**config.mk**
```make
export PLATFORM = sky130hd
export DESIGN_NAME = mcast_router
export DESIGN_NICKNAME = d
export VERILOG_FILES = /design/src/rtl/mrt_pkg.sv /design/src/rtl/rtr_classify.sv /design/src/rtl/rtr_route.sv /design/src/rtl/rtr_replicate.sv /design/src/rtl/mcast_router.sv
export SDC_FILE = /design/constraint.sdc
export NUM_CORES = 1
export LEC_CHECK = 0
export BUFFER_PORTS_ARGS = -buffer_cell sky130_fd_sc_hd__buf_4
export CAP_MARGIN = 10
export CORE_MARGIN = 5
export CORE_UTILIZATION = 45
export CTS_CLUSTER_SIZE = 12
export DETAILED_ROUTE_END_ITERATION = 8
export SYNTH_ARGS = -nofsm -noshare
export SYNTH_HDL_FRONTEND = slang
export SYNTH_SLANG_ARGS = --single-unit
```
**constraint.sdc**
```tcl
create_clock -name clk -period 6.3 [get_ports clk]
set_input_delay 1.89 -clock clk [delete_from_list [all_inputs] [get_ports clk]]
set_output_delay 1.89 -clock clk [all_outputs]
set_load 0.01 [all_outputs]
```
**src/rtl/mrt_pkg.sv**
```systemverilog
package mrt_pkg;
  localparam int PKT_W     = 40;
  localparam int KEY_W     = 32;
  localparam int NUM_LINKS = 6;

  typedef enum logic [1:0] {
    PT_MCAST = 2'd0,
    PT_P2P   = 2'd1,
    PT_NEIGH = 2'd2,
    PT_RSVD  = 2'd3
  } ptype_e;

  localparam logic [2:0] SEL_KEY   = 3'd0;
  localparam logic [2:0] SEL_MASK  = 3'd1;
  localparam logic [2:0] SEL_MCVEC = 3'd2;
  localparam logic [2:0] SEL_P2P   = 3'd3;
  localparam logic [2:0] SEL_LIMIT = 3'd4;

  function automatic logic [5:0] link_bit(input logic [2:0] n);
    return (n < 3'd6) ? (6'd1 << n) : 6'd0;
  endfunction

  // neighbours around the hexagon: k+1 and k+5 (mod 6)
  function automatic logic [5:0] hex_nb(input logic [5:0] v);
    return {v[4:0], v[5]} | {v[0], v[5:1]};
  endfunction
endpackage

```
**src/rtl/rtr_classify.sv**
```systemverilog
module rtr_classify
  import mrt_pkg::*;
#(
  parameter int ERR_W = 8
) (
  input  logic             clk,
  input  logic             rst,
  input  logic             in_valid,
  input  logic [PKT_W-1:0] in_data,
  output logic             in_ready,
  input  logic             dn_ready,
  output logic             s1_valid,
  output logic [PKT_W-1:0] s1_pkt,
  output logic [ERR_W-1:0] err_count
);
  logic s1_v, s1_bad;

  assign in_ready = !s1_v || dn_ready;
  assign s1_valid = s1_v && !s1_bad;

  always_ff @(posedge clk) begin
    if (rst) begin
      s1_v      <= 1'b0;
      s1_bad    <= 1'b0;
      err_count <= '0;
    end else begin
      if (in_ready) begin
        s1_v   <= in_valid;
        s1_pkt <= in_data;
        s1_bad <= (^in_data) || (in_data[38:37] == PT_RSVD);
      end
      if (s1_v && s1_bad && dn_ready && (err_count != '1))
        err_count <= err_count + 1'b1;
    end
  end

  AST_ERR_MONO: assert property (@(posedge clk) disable iff (rst)
    1'b1 |=> (err_count >= $past(err_count)));
endmodule

```
**src/rtl/rtr_route.sv**
```systemverilog
module rtr_route
  import mrt_pkg::*;
#(
  parameter int NUM_OUT     = 8,
  parameter int MC_ENTRIES  = 4,
  parameter int P2P_ENTRIES = 4,
  parameter int IDX_W       = 2
) (
  input  logic               clk,
  input  logic               rst,
  input  logic               cfg_we,
  input  logic [2:0]         cfg_sel,
  input  logic [IDX_W-1:0]   cfg_idx,
  input  logic [KEY_W-1:0]   cfg_wdata,
  input  logic               s1_valid,
  input  logic [PKT_W-1:0]   s1_pkt,
  output logic               up_ready,
  input  logic               dn_ready,
  output logic               s2_valid,
  output logic [PKT_W-1:0]   s2_pkt,
  output logic [NUM_OUT-1:0] s2_vec
);
  localparam int NUM_LOCAL = NUM_OUT - NUM_LINKS;
  localparam int MC_IW     = $clog2(MC_ENTRIES);
  localparam int P2P_IW    = $clog2(P2P_ENTRIES);

  logic [KEY_W-1:0]   mc_key  [MC_ENTRIES];
  logic [KEY_W-1:0]   mc_mask [MC_ENTRIES];
  logic [NUM_OUT-1:0] mc_vec  [MC_ENTRIES];
  logic [NUM_OUT-1:0] p2p_vec [P2P_ENTRIES];

  always_ff @(posedge clk) begin
    if (rst) begin
      for (int e = 0; e < MC_ENTRIES; e++) begin
        mc_key[e]  <= '1;
        mc_mask[e] <= '0;
        mc_vec[e]  <= '0;
      end
      for (int e = 0; e < P2P_ENTRIES; e++) p2p_vec[e] <= '0;
    end else if (cfg_we) begin
      if (int'(cfg_idx) < MC_ENTRIES) begin
        if (cfg_sel == SEL_KEY)   mc_key[cfg_idx[MC_IW-1:0]]  <= cfg_wdata;
        if (cfg_sel == SEL_MASK)  mc_mask[cfg_idx[MC_IW-1:0]] <= cfg_wdata;
        if (cfg_sel == SEL_MCVEC) mc_vec[cfg_idx[MC_IW-1:0]]  <= cfg_wdata[NUM_OUT-1:0];
      end
      if (int'(cfg_idx) < P2P_ENTRIES && cfg_sel == SEL_P2P)
        p2p_vec[cfg_idx[P2P_IW-1:0]] <= cfg_wdata[NUM_OUT-1:0];
    end
  end

  logic [KEY_W-1:0] key;
  logic [2:0]       src;
  ptype_e           ptyp;
  assign key  = s1_pkt[KEY_W-1:0];
  assign src  = s1_pkt[36:34];
  assign ptyp = ptype_e'(s1_pkt[38:37]);

  logic [MC_ENTRIES-1:0] match;
  for (genvar e = 0; e < MC_ENTRIES; e++) begin : g_cam
    assign match[e] = ((key & mc_mask[e]) == mc_key[e]);
  end

  logic [NUM_OUT-1:0] hit_vec, route_vec;
  logic [5:0]         dflt, neigh;
  logic [2:0]         opp;

  always_comb begin
    hit_vec = '0;
    for (int e = MC_ENTRIES - 1; e >= 0; e--)
      if (match[e]) hit_vec = mc_vec[e];
    opp   = (src >= 3'd3) ? src - 3'd3 : src + 3'd3;
    dflt  = (src < 3'd6) ? link_bit(opp) : 6'd0;
    neigh = (key[2:0] < 3'd6) ? link_bit(key[2:0]) : 6'h3F;
    case (ptyp)
      PT_MCAST: route_vec = (|match) ? hit_vec : {{NUM_LOCAL{1'b0}}, dflt};
      PT_P2P:   route_vec = p2p_vec[key[P2P_IW-1:0]];
      PT_NEIGH: route_vec = {{NUM_LOCAL{1'b0}}, neigh};
      default:  route_vec = '0;
    endcase
  end

  assign up_ready = !s2_valid || dn_ready;

  always_ff @(posedge clk) begin
    if (rst) begin
      s2_valid <= 1'b0;
    end else if (up_ready) begin
      s2_valid <= s1_valid && (route_vec != '0);
      s2_pkt   <= s1_pkt;
      s2_vec   <= route_vec;
    end
  end
endmodule

```
**src/rtl/rtr_replicate.sv**
```systemverilog
module rtr_replicate
  import mrt_pkg::*;
#(
  parameter int NUM_OUT   = 8,
  parameter int LIMIT_W   = 8,
  parameter int DEF_LIMIT = 16
) (
  input  logic               clk,
  input  logic               rst,
  input  logic               lim_we,
  input  logic [LIMIT_W-1:0] lim_data,
  input  logic               in_valid,
  input  logic [PKT_W-1:0]   in_pkt,
  input  logic [NUM_OUT-1:0] in_vec,
  output logic               up_ready,
  output logic [PKT_W-1:0]   out_data,
  output logic [NUM_OUT-1:0] out_valid,
  input  logic [NUM_OUT-1:0] out_ready,
  output logic               emg_pulse,
  output logic               drop_pulse
);
  localparam int NUM_LOCAL = NUM_OUT - NUM_LINKS;

  logic [NUM_OUT-1:0] pend, left, pend_n, nb_ext, blk_ext;
  logic [LIMIT_W-1:0] cnt, limit;
  logic [LIMIT_W:0]   cnt_plus;
  logic               used, fire, emg_n, drop_n;
  logic [5:0]         blk;

  assign out_valid = pend;

  always_comb begin
    left     = pend & ~out_ready;
    cnt_plus = {1'b0, cnt} + {{LIMIT_W{1'b0}}, 1'b1};
    fire     = (left != '0) && (cnt_plus >= {1'b0, limit});
    blk      = used ? 6'd0 : left[5:0];
    blk_ext  = {{NUM_LOCAL{1'b0}}, blk};
    nb_ext   = {{NUM_LOCAL{1'b0}}, hex_nb(blk)};
    pend_n   = left;
    emg_n    = 1'b0;
    drop_n   = 1'b0;
    if (fire) begin
      if (!used) begin
        pend_n = (left & ~blk_ext) | nb_ext;
        emg_n  = (blk != 6'd0);
      end else begin
        pend_n = '0;
        drop_n = 1'b1;
      end
    end
  end

  assign up_ready = (pend_n == '0);

  always_ff @(posedge clk) begin
    if (rst) begin
      pend       <= '0;
      cnt        <= '0;
      used       <= 1'b0;
      limit      <= LIMIT_W'(DEF_LIMIT);
      emg_pulse  <= 1'b0;
      drop_pulse <= 1'b0;
    end else begin
      if (lim_we) limit <= lim_data;
      emg_pulse  <= emg_n;
      drop_pulse <= drop_n;
      if (up_ready) begin
        pend <= in_valid ? in_vec : '0;
        if (in_valid) out_data <= in_pkt;
        cnt  <= '0;
        used <= 1'b0;
      end else begin
        pend <= pend_n;
        if (fire) begin
          cnt  <= '0;
          used <= 1'b1;
        end else if (left != '0) begin
          cnt <= cnt + 1'b1;
        end
      end
    end
  end

  AST_DATA_HOLD: assert property (@(posedge clk) disable iff (rst)
    (|(out_valid & ~out_ready)) |=> ($stable(out_data) || drop_pulse));
  AST_EMG_SUBST: assert property (@(posedge clk) disable iff (rst)
    emg_pulse |-> ((out_valid & $past(nb_ext)) == $past(nb_ext)));
  AST_DROP_AFTER_WAIT: assert property (@(posedge clk) disable iff (rst)
    drop_pulse |-> ($past(out_valid) != '0));
endmodule

```
**src/rtl/mcast_router.sv**
```systemverilog
module mcast_router
  import mrt_pkg::*;
#(
  parameter int NUM_LOCAL   = 2,
  parameter int MC_ENTRIES  = 4,
  parameter int P2P_ENTRIES = 4,
  parameter int ERR_W       = 8,
  parameter int LIMIT_W     = 8,
  parameter int DEF_LIMIT   = 16,
  localparam int NUM_OUT    = NUM_LINKS + NUM_LOCAL,
  localparam int IDX_W      = $clog2((MC_ENTRIES > P2P_ENTRIES) ? MC_ENTRIES : P2P_ENTRIES),
  localparam int ADDR_W     = IDX_W + 3
) (
  input  logic               clk,
  input  logic               rst,
  input  logic               in_valid,
  input  logic [PKT_W-1:0]   in_data,
  output logic               in_ready,
  output logic [PKT_W-1:0]   out_data,
  output logic [NUM_OUT-1:0] out_valid,
  input  logic [NUM_OUT-1:0] out_ready,
  input  logic               cfg_we,
  input  logic [ADDR_W-1:0]  cfg_addr,
  input  logic [KEY_W-1:0]   cfg_wdata,
  output logic [ERR_W-1:0]   err_count,
  output logic               emg_pulse,
  output logic               drop_pulse
);
  logic [2:0]         cfg_sel;
  logic [IDX_W-1:0]   cfg_idx;
  logic               s1_valid, s2_valid, s2_up_ready, s3_up_ready;
  logic [PKT_W-1:0]   s1_pkt, s2_pkt;
  logic [NUM_OUT-1:0] s2_vec;

  assign cfg_sel = cfg_addr[ADDR_W-1:IDX_W];
  assign cfg_idx = cfg_addr[IDX_W-1:0];

  rtr_classify #(.ERR_W(ERR_W)) u_classify (
    .clk(clk), .rst(rst), .in_valid(in_valid), .in_data(in_data),
    .in_ready(in_ready), .dn_ready(s2_up_ready), .s1_valid(s1_valid),
    .s1_pkt(s1_pkt), .err_count(err_count)
  );

  rtr_route #(.NUM_OUT(NUM_OUT), .MC_ENTRIES(MC_ENTRIES),
              .P2P_ENTRIES(P2P_ENTRIES), .IDX_W(IDX_W)) u_route (
    .clk(clk), .rst(rst), .cfg_we(cfg_we), .cfg_sel(cfg_sel),
    .cfg_idx(cfg_idx), .cfg_wdata(cfg_wdata), .s1_valid(s1_valid),
    .s1_pkt(s1_pkt), .up_ready(s2_up_ready), .dn_ready(s3_up_ready),
    .s2_valid(s2_valid), .s2_pkt(s2_pkt), .s2_vec(s2_vec)
  );

  rtr_replicate #(.NUM_OUT(NUM_OUT), .LIMIT_W(LIMIT_W),
                  .DEF_LIMIT(DEF_LIMIT)) u_replicate (
    .clk(clk), .rst(rst), .lim_we(cfg_we && (cfg_sel == SEL_LIMIT)),
    .lim_data(cfg_wdata[LIMIT_W-1:0]), .in_valid(s2_valid),
    .in_pkt(s2_pkt), .in_vec(s2_vec), .up_ready(s3_up_ready),
    .out_data(out_data), .out_valid(out_valid), .out_ready(out_ready),
    .emg_pulse(emg_pulse), .drop_pulse(drop_pulse)
  );

  AST_READY_WHEN_IDLE: assert property (@(posedge clk) disable iff (rst)
    (out_valid == '0) |-> in_ready);
endmodule

```
Yosys cells after proc, flatten, opt, wreduce, memory -nomap -nowiden
Memory sizes are Yosys's and may differ from the RTL's. A register that Yosys moved wholly into a read port is not among the register bits.
Index checks and enable logic that the tools add are counted.
{"block": "op_classes", "n_addsub": 5, "order_cmp": 5, "eq_ne": 12, "shifts": 2, "muxes": 47, "n_bitwise": 12, "reduce_logical": 32}
{"cell": "bitwise AND 32 bit", "count": 4}
{"cell": "== test 32 bit", "count": 4}
{"cell": "2-to-1 mux 8 bit", "count": 11}
{"cell": "2-to-1 mux 32 bit", "count": 2}
{"cell": "OR reduction 32 bit", "count": 2}
{"cell": "parity 40 bit", "count": 1}
{"cell": "2-to-1 mux 6 bit", "count": 4}
{"cell": "one-hot mux 8 bit (3 select lines)", "count": 1}
{"cell": "2-to-1 mux 1 bit", "count": 23}
{"cell": "adder 8 x 1 -> 8 bit, second input constant", "count": 2}
{"cell": "bitwise AND 8 bit", "count": 2}
{"cell": "nonzero test 8 bit", "count": 2}
{"cell": "OR reduction 8 bit", "count": 2}
{"cell": "<< shifter 1 x 3 -> 6 bit, first input constant", "count": 2}
{"cell": "2-to-1 mux 2 bit", "count": 5}
{"cell": "adder 8 x 1 -> 9 bit, second input constant", "count": 1}
{"cell": ">= comparator 9 x 8 -> 1 bit", "count": 1}
{"cell": "< comparator 3 bit, second input constant", "count": 3}
{"cell": "logical NOT 8 bit", "count": 1}
{"cell": "!= test 8 bit, second input constant", "count": 1}
{"cell": "inverter 6 -> 8 bit", "count": 1}
{"cell": "inverter 8 bit", "count": 1}
{"cell": "OR 8 x 6 -> 8 bit", "count": 1}
{"cell": "logical AND 1 bit", "count": 7}
{"cell": "21 further kinds", "count": 31}
{"block": "word_totals", "reg_bits": 166, "mem_bits_rw": 320, "in_bits": 89, "output_inout_bits": 59, "wordCells": 133, "n_memories": 4}
{"name": "u_route.mc_key", "depth": 4, "width": 32, "rd": 4, "rd_ports_with_merged_regs": 0, "write_ports": 4, "line": "rtr_route.sv:27", "text": "logic [KEY_W-1:0] mc_key [MC_ENTRIES];"}
{"name": "u_route.mc_mask", "depth": 4, "width": 32, "rd": 4, "rd_ports_with_merged_regs": 0, "write_ports": 4, "line": "rtr_route.sv:28", "text": "logic [KEY_W-1:0] mc_mask [MC_ENTRIES];"}
{"name": "u_route.mc_vec", "depth": 4, "width": 8, "rd": 4, "rd_ports_with_merged_regs": 0, "write_ports": 4, "line": "rtr_route.sv:29", "text": "logic [NUM_OUT-1:0] mc_vec [MC_ENTRIES];"}
{"name": "u_route.p2p_vec", "depth": 4, "width": 8, "rd": 1, "rd_ports_with_merged_regs": 1, "write_ports": 4, "line": "rtr_route.sv:30", "text": "logic [NUM_OUT-1:0] p2p_vec [P2P_ENTRIES];"}

Longest topological paths before layout
{"block": "depth", "ltp_word": 13, "mapped_depth": 15, "mapped_depth_nobuf": 15}

Hierarchy
From an unflattened synthesis, not the netlist that was laid out.
{"block": "hier_totals", "cells_unflattened": 1591, "hier_area_um2": 21528.1}
{"module": "rtr_route", "n_inst": 1, "cells_each": 1264, "area_per_inst_um2": 16891.2, "seq_area_each_um2": 11070.6}
{"module": "rtr_replicate", "n_inst": 1, "cells_each": 197, "area_per_inst_um2": 2635.0, "seq_area_each_um2": 1741.7}
{"module": "rtr_classify", "n_inst": 1, "cells_each": 129, "area_per_inst_um2": 1989.4, "seq_area_each_um2": 1401.3}
{"module": "mcast_router", "n_inst": 1, "cells_each": 1, "area_per_inst_um2": 12.5, "seq_area_each_um2": 0.0}

Least setup slack after synthesis
OpenSTA, ideal clock, no wires.
{"block": "synth_timing", "path_kind": "input -> register", "start": "input port out_ready[4]", "end": "register u_replicate.pend[6], in the netlist u_replicate.out_valid[6]", "setup_time_ps": 70, "arrival_time_ps": 6313, "required_time_ps": 6230, "setup_slack_ps": -83, "stages": 7, "n_path_buf": 0, "cell_sequence": "nor2b_1 -> nor2_1 -> and3_1 -> nor3b_1 -> nor2_1 -> nor3_1 -> a22o_1"}
{"block": "synth_via", "elab_chain_cells": 10, "word_cells_on_any_way": 13, "classes_between": "mux (4); bitwise (6); reduce/logical (3)"}
{"element": "from (decl)", "line": "mcast_router.sv:21", "text": "input logic [NUM_OUT-1:0] out_ready,"}
{"element": "inverter 8 bit (*)", "line": "rtr_replicate.sv:33", "text": "left = pend & ~out_ready;"}
{"element": "bitwise AND 8 bit (*)", "line": "rtr_replicate.sv:33"}
{"element": "2-to-1 mux 6 bit", "line": "rtr_replicate.sv:36", "text": "blk = used ? 6'd0 : left[5:0];"}
{"element": "inverter 6 -> 8 bit", "line": "rtr_replicate.sv:44", "text": "pend_n = (left & ~blk_ext) | nb_ext;"}
{"element": "bitwise AND 8 bit", "line": "rtr_replicate.sv:44"}
{"element": "OR 8 x 6 -> 8 bit", "line": "rtr_replicate.sv:44"}
{"element": "2-to-1 mux 8 bit", "line": "rtr_replicate.sv:43", "text": "if (!used) begin"}
{"element": "2-to-1 mux 8 bit (*)", "line": "rtr_replicate.sv:42", "text": "if (fire) begin"}
{"element": "logical NOT 8 bit", "line": "rtr_replicate.sv:53", "text": "assign up_ready = (pend_n == '0);"}
{"element": "2-to-1 mux 8 bit (*)", "line": "rtr_replicate.sv:67", "text": "if (up_ready) begin"}
{"element": "to (signal assigned)", "line": "rtr_replicate.sv:68", "text": "pend <= in_valid ? in_vec : '0;"}
{"element": "to (signal assigned)", "line": "rtr_replicate.sv:73", "text": "pend <= pend_n;"}
{"element": "to (decl)", "line": "rtr_replicate.sv:24", "text": "logic [NUM_OUT-1:0] pend, left, pend_n, nb_ext, blk_ext;"}
Mark *: on every way between the ends. The rest lies on a longest branch, timed or not.
A chain may end at the register's enable or synchronous reset.

Worst setup path after layout
{"block": "layout_timing", "start": "register u_replicate.cnt[2]", "end": "output port in_ready"}
{"block": "layout_via", "elab_chain_cells": 7}
{"element": "from (decl)", "line": "rtr_replicate.sv:25", "text": "logic [LIMIT_W-1:0] cnt, limit;"}
{"element": "from (signal assigned)", "line": "rtr_replicate.sv:78", "text": "cnt <= cnt + 1'b1;"}
{"element": "adder 8 x 1 -> 9 bit", "line": "rtr_replicate.sv:34", "text": "cnt_plus = {1'b0, cnt} + {{LIMIT_W{1'b0}}, 1'b1};"}
{"element": "via u_replicate.cnt_plus[7]", "line": "rtr_replicate.sv:26", "text": "logic [LIMIT_W:0] cnt_plus;"}
{"element": ">= comparator 9 x 8 -> 1 bit", "line": "rtr_replicate.sv:35", "text": "fire = (left != '0) && (cnt_plus >= {1'b0, limit});"}
{"element": "logical AND 1 bit", "line": "rtr_replicate.sv:35"}
{"element": "2-to-1 mux 8 bit", "line": "rtr_replicate.sv:42"}
{"element": "logical NOT 8 bit", "line": "rtr_replicate.sv:53"}
{"element": "logical OR 1 bit", "line": "rtr_route.sv:82", "text": "assign up_ready = !s2_valid || dn_ready;"}
{"element": "logical OR 1 bit", "line": "rtr_classify.sv:18", "text": "assign in_ready = !s1_v || dn_ready;"}
{"element": "to (decl)", "line": "mcast_router.sv:18", "text": "output logic in_ready,"}
The timed path passes the listed nets, and every way through them passes these cells.

==> out/results.txt <==
synth unique cells -> 59
initial core utilization -> 0.4526
Rows -> 80
CP arrival -> 3680 ps
Slowest-stage cell, CP -> dfxtp_1
CTS Buffer Depth -> 3
Switch Pwr -> 1.630 mW
area delta synth->final -> 15.28%
Placed Instances -> 2321
Crit. End Element -> primary output
post-synthesis xor/xnor area fraction -> 0.02239
# fillers -> 3960
hold slack -> 409.8 ps
critical path launch point type -> flip-flop
critical path required time -> 4410 ps
DRT Pass-1 Iters -> 5
top cells by area, synth -> edfxtp_1 (63%), and2_1 (4.3%), dfxtp_1 (3.7%), and3_1 (3.4%), nand2b_1 (2.3%)
H-tree levels -> 2
pwr dens -> 288.7 nW/um^2
RSZ-0062 raised after global routing -> false
Comb power frac -> 0.074
largest net degree at the start of global routing -> 65
maximum clock frequency -> 0.1796 GHz
Num Clock Sinks -> 488
HP Class -> reg2reg
Post-Route Skew -> 12.94 ps
Synth Register Bits -> 488
multiplexer area fraction after synthesis -> 0.01378
first-pass GRT wire length -> 80100 microns
Rel. slew slack -> 0.1790
Post-synth EDFFs -> 448
switching share of power -> 0.2276
Post-Synthesis Cells -> 1616
ratio of final minimum period to clock period -> 0.8838
Global Route Usage Sum -> 0.2005
WL/cell -> 22.26 microns
Mean Syn Cell Area -> 13.31 sq um
kind of critical path -> reg2out
CTS clk-pin slew, worst paths -> 60 ps
Worst VDD drop -> 0.1773 mV
root buffer cell -> clkbuf_16
die width -> 228.7 microns
Resize count post-CTS -> 0
status -> completed
CP most frequent cell -> nand3_1
initial antenna violation count -> 6
Slew Limit Fails -> 0
GPL Wtd Cong -> 0.8236
Final TNS setup -> 0 ps
1st-iter DRT viols -> 979
minimum clock period -> 5568 ps
Final setup viols -> 0
WL final -> 53640 microns
DR DRC count -> 0
Primary FF master, synth -> edfxtp_1
I/O pin total -> 148
final number of hold-violating endpoints -> 0
CP bufs+invs -> 3
DRT antenna net count -> 0
Clock Power Share -> 0.391
synth warn -> 0
Yosys top cell by area -> edfxtp_1
core region area -> 47550 sq um
family with the most delay on the worst path -> compound AO/OA/AOI/OAI gates
Num CTS Buffers -> 51
Synth top cells by count -> edfxtp_1 (448), and2_1 (148), and3_1 (116)
via-per-instance ratio -> 5.647
CP Max Fanout -> 9
top-count cell post-synth -> edfxtp_1
die height -> 228.7 microns
hold buffers post-CTS -> 0
largest family of logic cells by synthesized area -> simple AND/OR/NAND/NOR gates
DP Wirelength -> 35630 microns
Syn Std Cell Area -> 21520 sq um
Leak -> 9.194 nW
remaining global-route overflow -> 0
Compound-Gate Fraction of Synth Area -> 0.09054
crit path cell chain -> nand3_1, or2_2, inv_1, nand3_1, xnor2_1, ha_1, nand3_1, o22ai_1, a311oi_1, o31ai_1, a211oi_2, buf_4, nand2_1, buf_4
Int Power -> 5.530 mW
CTS tree -> yes
vias in the first global route -> 13.15k
Synth Area in Simple Gates -> 0.1863
worst-skew pair later-pin latency -> 590 ps
routed vias -> 13.60k
delay of the slowest critical-path stage -> 400 ps
total power draw -> 7.160 mW
postcts setup bufs -> 0
Post-Synth Adder-Cell Area -> 0.007559
die area -> 52290 sq um
Layout Nets -> 1862
max cap viols -> 0
area share of the largest cell type after synthesis -> 0.6252
sequential area share after synthesis -> 0.6624
Finished Layout Cells -> 2409
asr flop ratio synth -> 0
sequential share of power -> 0.535
port bufs -> 147
layout cells sized above 1 -> 0.1539
syn nets -> 1718
Tightest Pin Transition -> 1220 ps
==> metrics by stage <==
stage          setup slack [ps]  utilization  cell area, sq um
5_1_grt                   413.6       0.5217             24800
4_1_cts                   711.3       0.5212             24780
2_1_floorplan             754.3            -             21520
6_report                  732.2       0.5217             24800
3_5_place_dp              914.5       0.4895             23270
3_3_place_gp              946.0       0.4895             23270
==> final timing paths <==
kind | start | to | slack [ps] | depth (start not counted)
hold reg to reg | u_route.s2_pkt[2] | u_replicate.out_data[2] | 410 | 0
setup / recovery | u_replicate.cnt[2] | in_ready | 730 | 14
hold / removal | u_route.s2_pkt[2] | u_replicate.out_data[2] | 410 | 0
setup reg to reg | u_classify.s1_pkt[5] | u_route.s2_valid | 2210 | 9
==> logic make-up after synthesis <==
group,count (synthesis)
AND/OR/NAND/NOR,664
flip-flops,488
AO/OA/AOI/OAI,288
buffers and inverters,89
XOR/XNOR,55
multiplexers,19
adder cells (fa/ha/maj),13
==> flip-flops by register name, summed over array words and instances, names as in the netlist, named ones only <==
signal,count
u_replicate.emg_pulse,1
u_classify.s1_bad,1
u_route.s2_valid,1
u_replicate.drop_pulse,1
u_classify.s1_pkt,40
u_replicate.limit,8
u_replicate.cnt,8
u_replicate.out_data,40
u_route.s2_vec,8
u_route.mc_mask,128
u_replicate.used,1
u_route.mc_vec,32
u_replicate.out_valid,8
u_route.s2_pkt,40
u_route.p2p_vec,32
u_classify.err_count,8
u_route.mc_key,128
u_classify.s1_v,1
==> placed cells by master (no fill, tap or decap), types with 28 or more instances in the layout <==
cell | Yosys | routed
nand2_1 | 48 | 48
a211oi_1 | 32 | 32
or3_1 | 73 | 73
buf_4 | 2 | 162
dfxtp_1 | 40 | 40
and3b_1 | 32 | 32
a21oi_1 | 97 | 96
and3_1 | 116 | 116
a21o_1 | 35 | 35
nand2b_1 | 79 | 77
xnor2_1 | 44 | 44
nand3_1 | 40 | 40
a21boi_0 | 28 | 28
edfxtp_1 | 448 | 448
clkbuf_16 | 0 | 51
o22a_1 | 32 | 32
and2_1 | 148 | 148
nor2_1 | 47 | 45
==> power groups by stage <==
| stage | clock, mW | sequential, mW | combinational [mW] |
|---|---|---|---|
| final | 2.80 | 3.83 | 0.530 |
| after global placement | 0 | 3.89 | 0.529 |
| after detailed placement | 0 | 3.90 | 0.536 |
| after floorplan | 0 | 3.85 | 0.322 |
| after CTS | 2.86 | 3.83 | 0.540 |
| after global routing | 2.99 | 3.85 | 0.577 |
==> per-layer routing <==
metal	track usage	wire length [microns]
met3	0.04497	3477
met1	0.2841	23870
met4	0.05275	1112
met5	0	26
met2	0.3163	25150
==> worst reg2reg max path, cell delays in order (launching register included) <==
cell,delay [ps]
edfxtp_1,680
a21boi_0,200
a211oi_1,630
nand4_1,260
nor4_4,720
mux2_2,410
o211ai_1,170
o211ai_1,170
or3b_1,380
o41a_1,370
==> cell type report <==
cell class / instances / area [sq um] / share of cell area
Sequential cell: 488 / 14250 / 0.5747
Tap cell: 615 / 769.5 / 0.03102
Clock inverter: 24 / 190.2 / 0.007667
Inverter: 17 / 63.81 / 0.002573
Multi-Input combinational cell: 1039 / 6970 / 0.2810
Antenna cell: 1 / 2.502 / 0.0001009
Timing Repair Buffer: 163 / 1236 / 0.04984
Clock buffer: 62 / 1318 / 0.05312
Power figures use the tool's default switching activity.
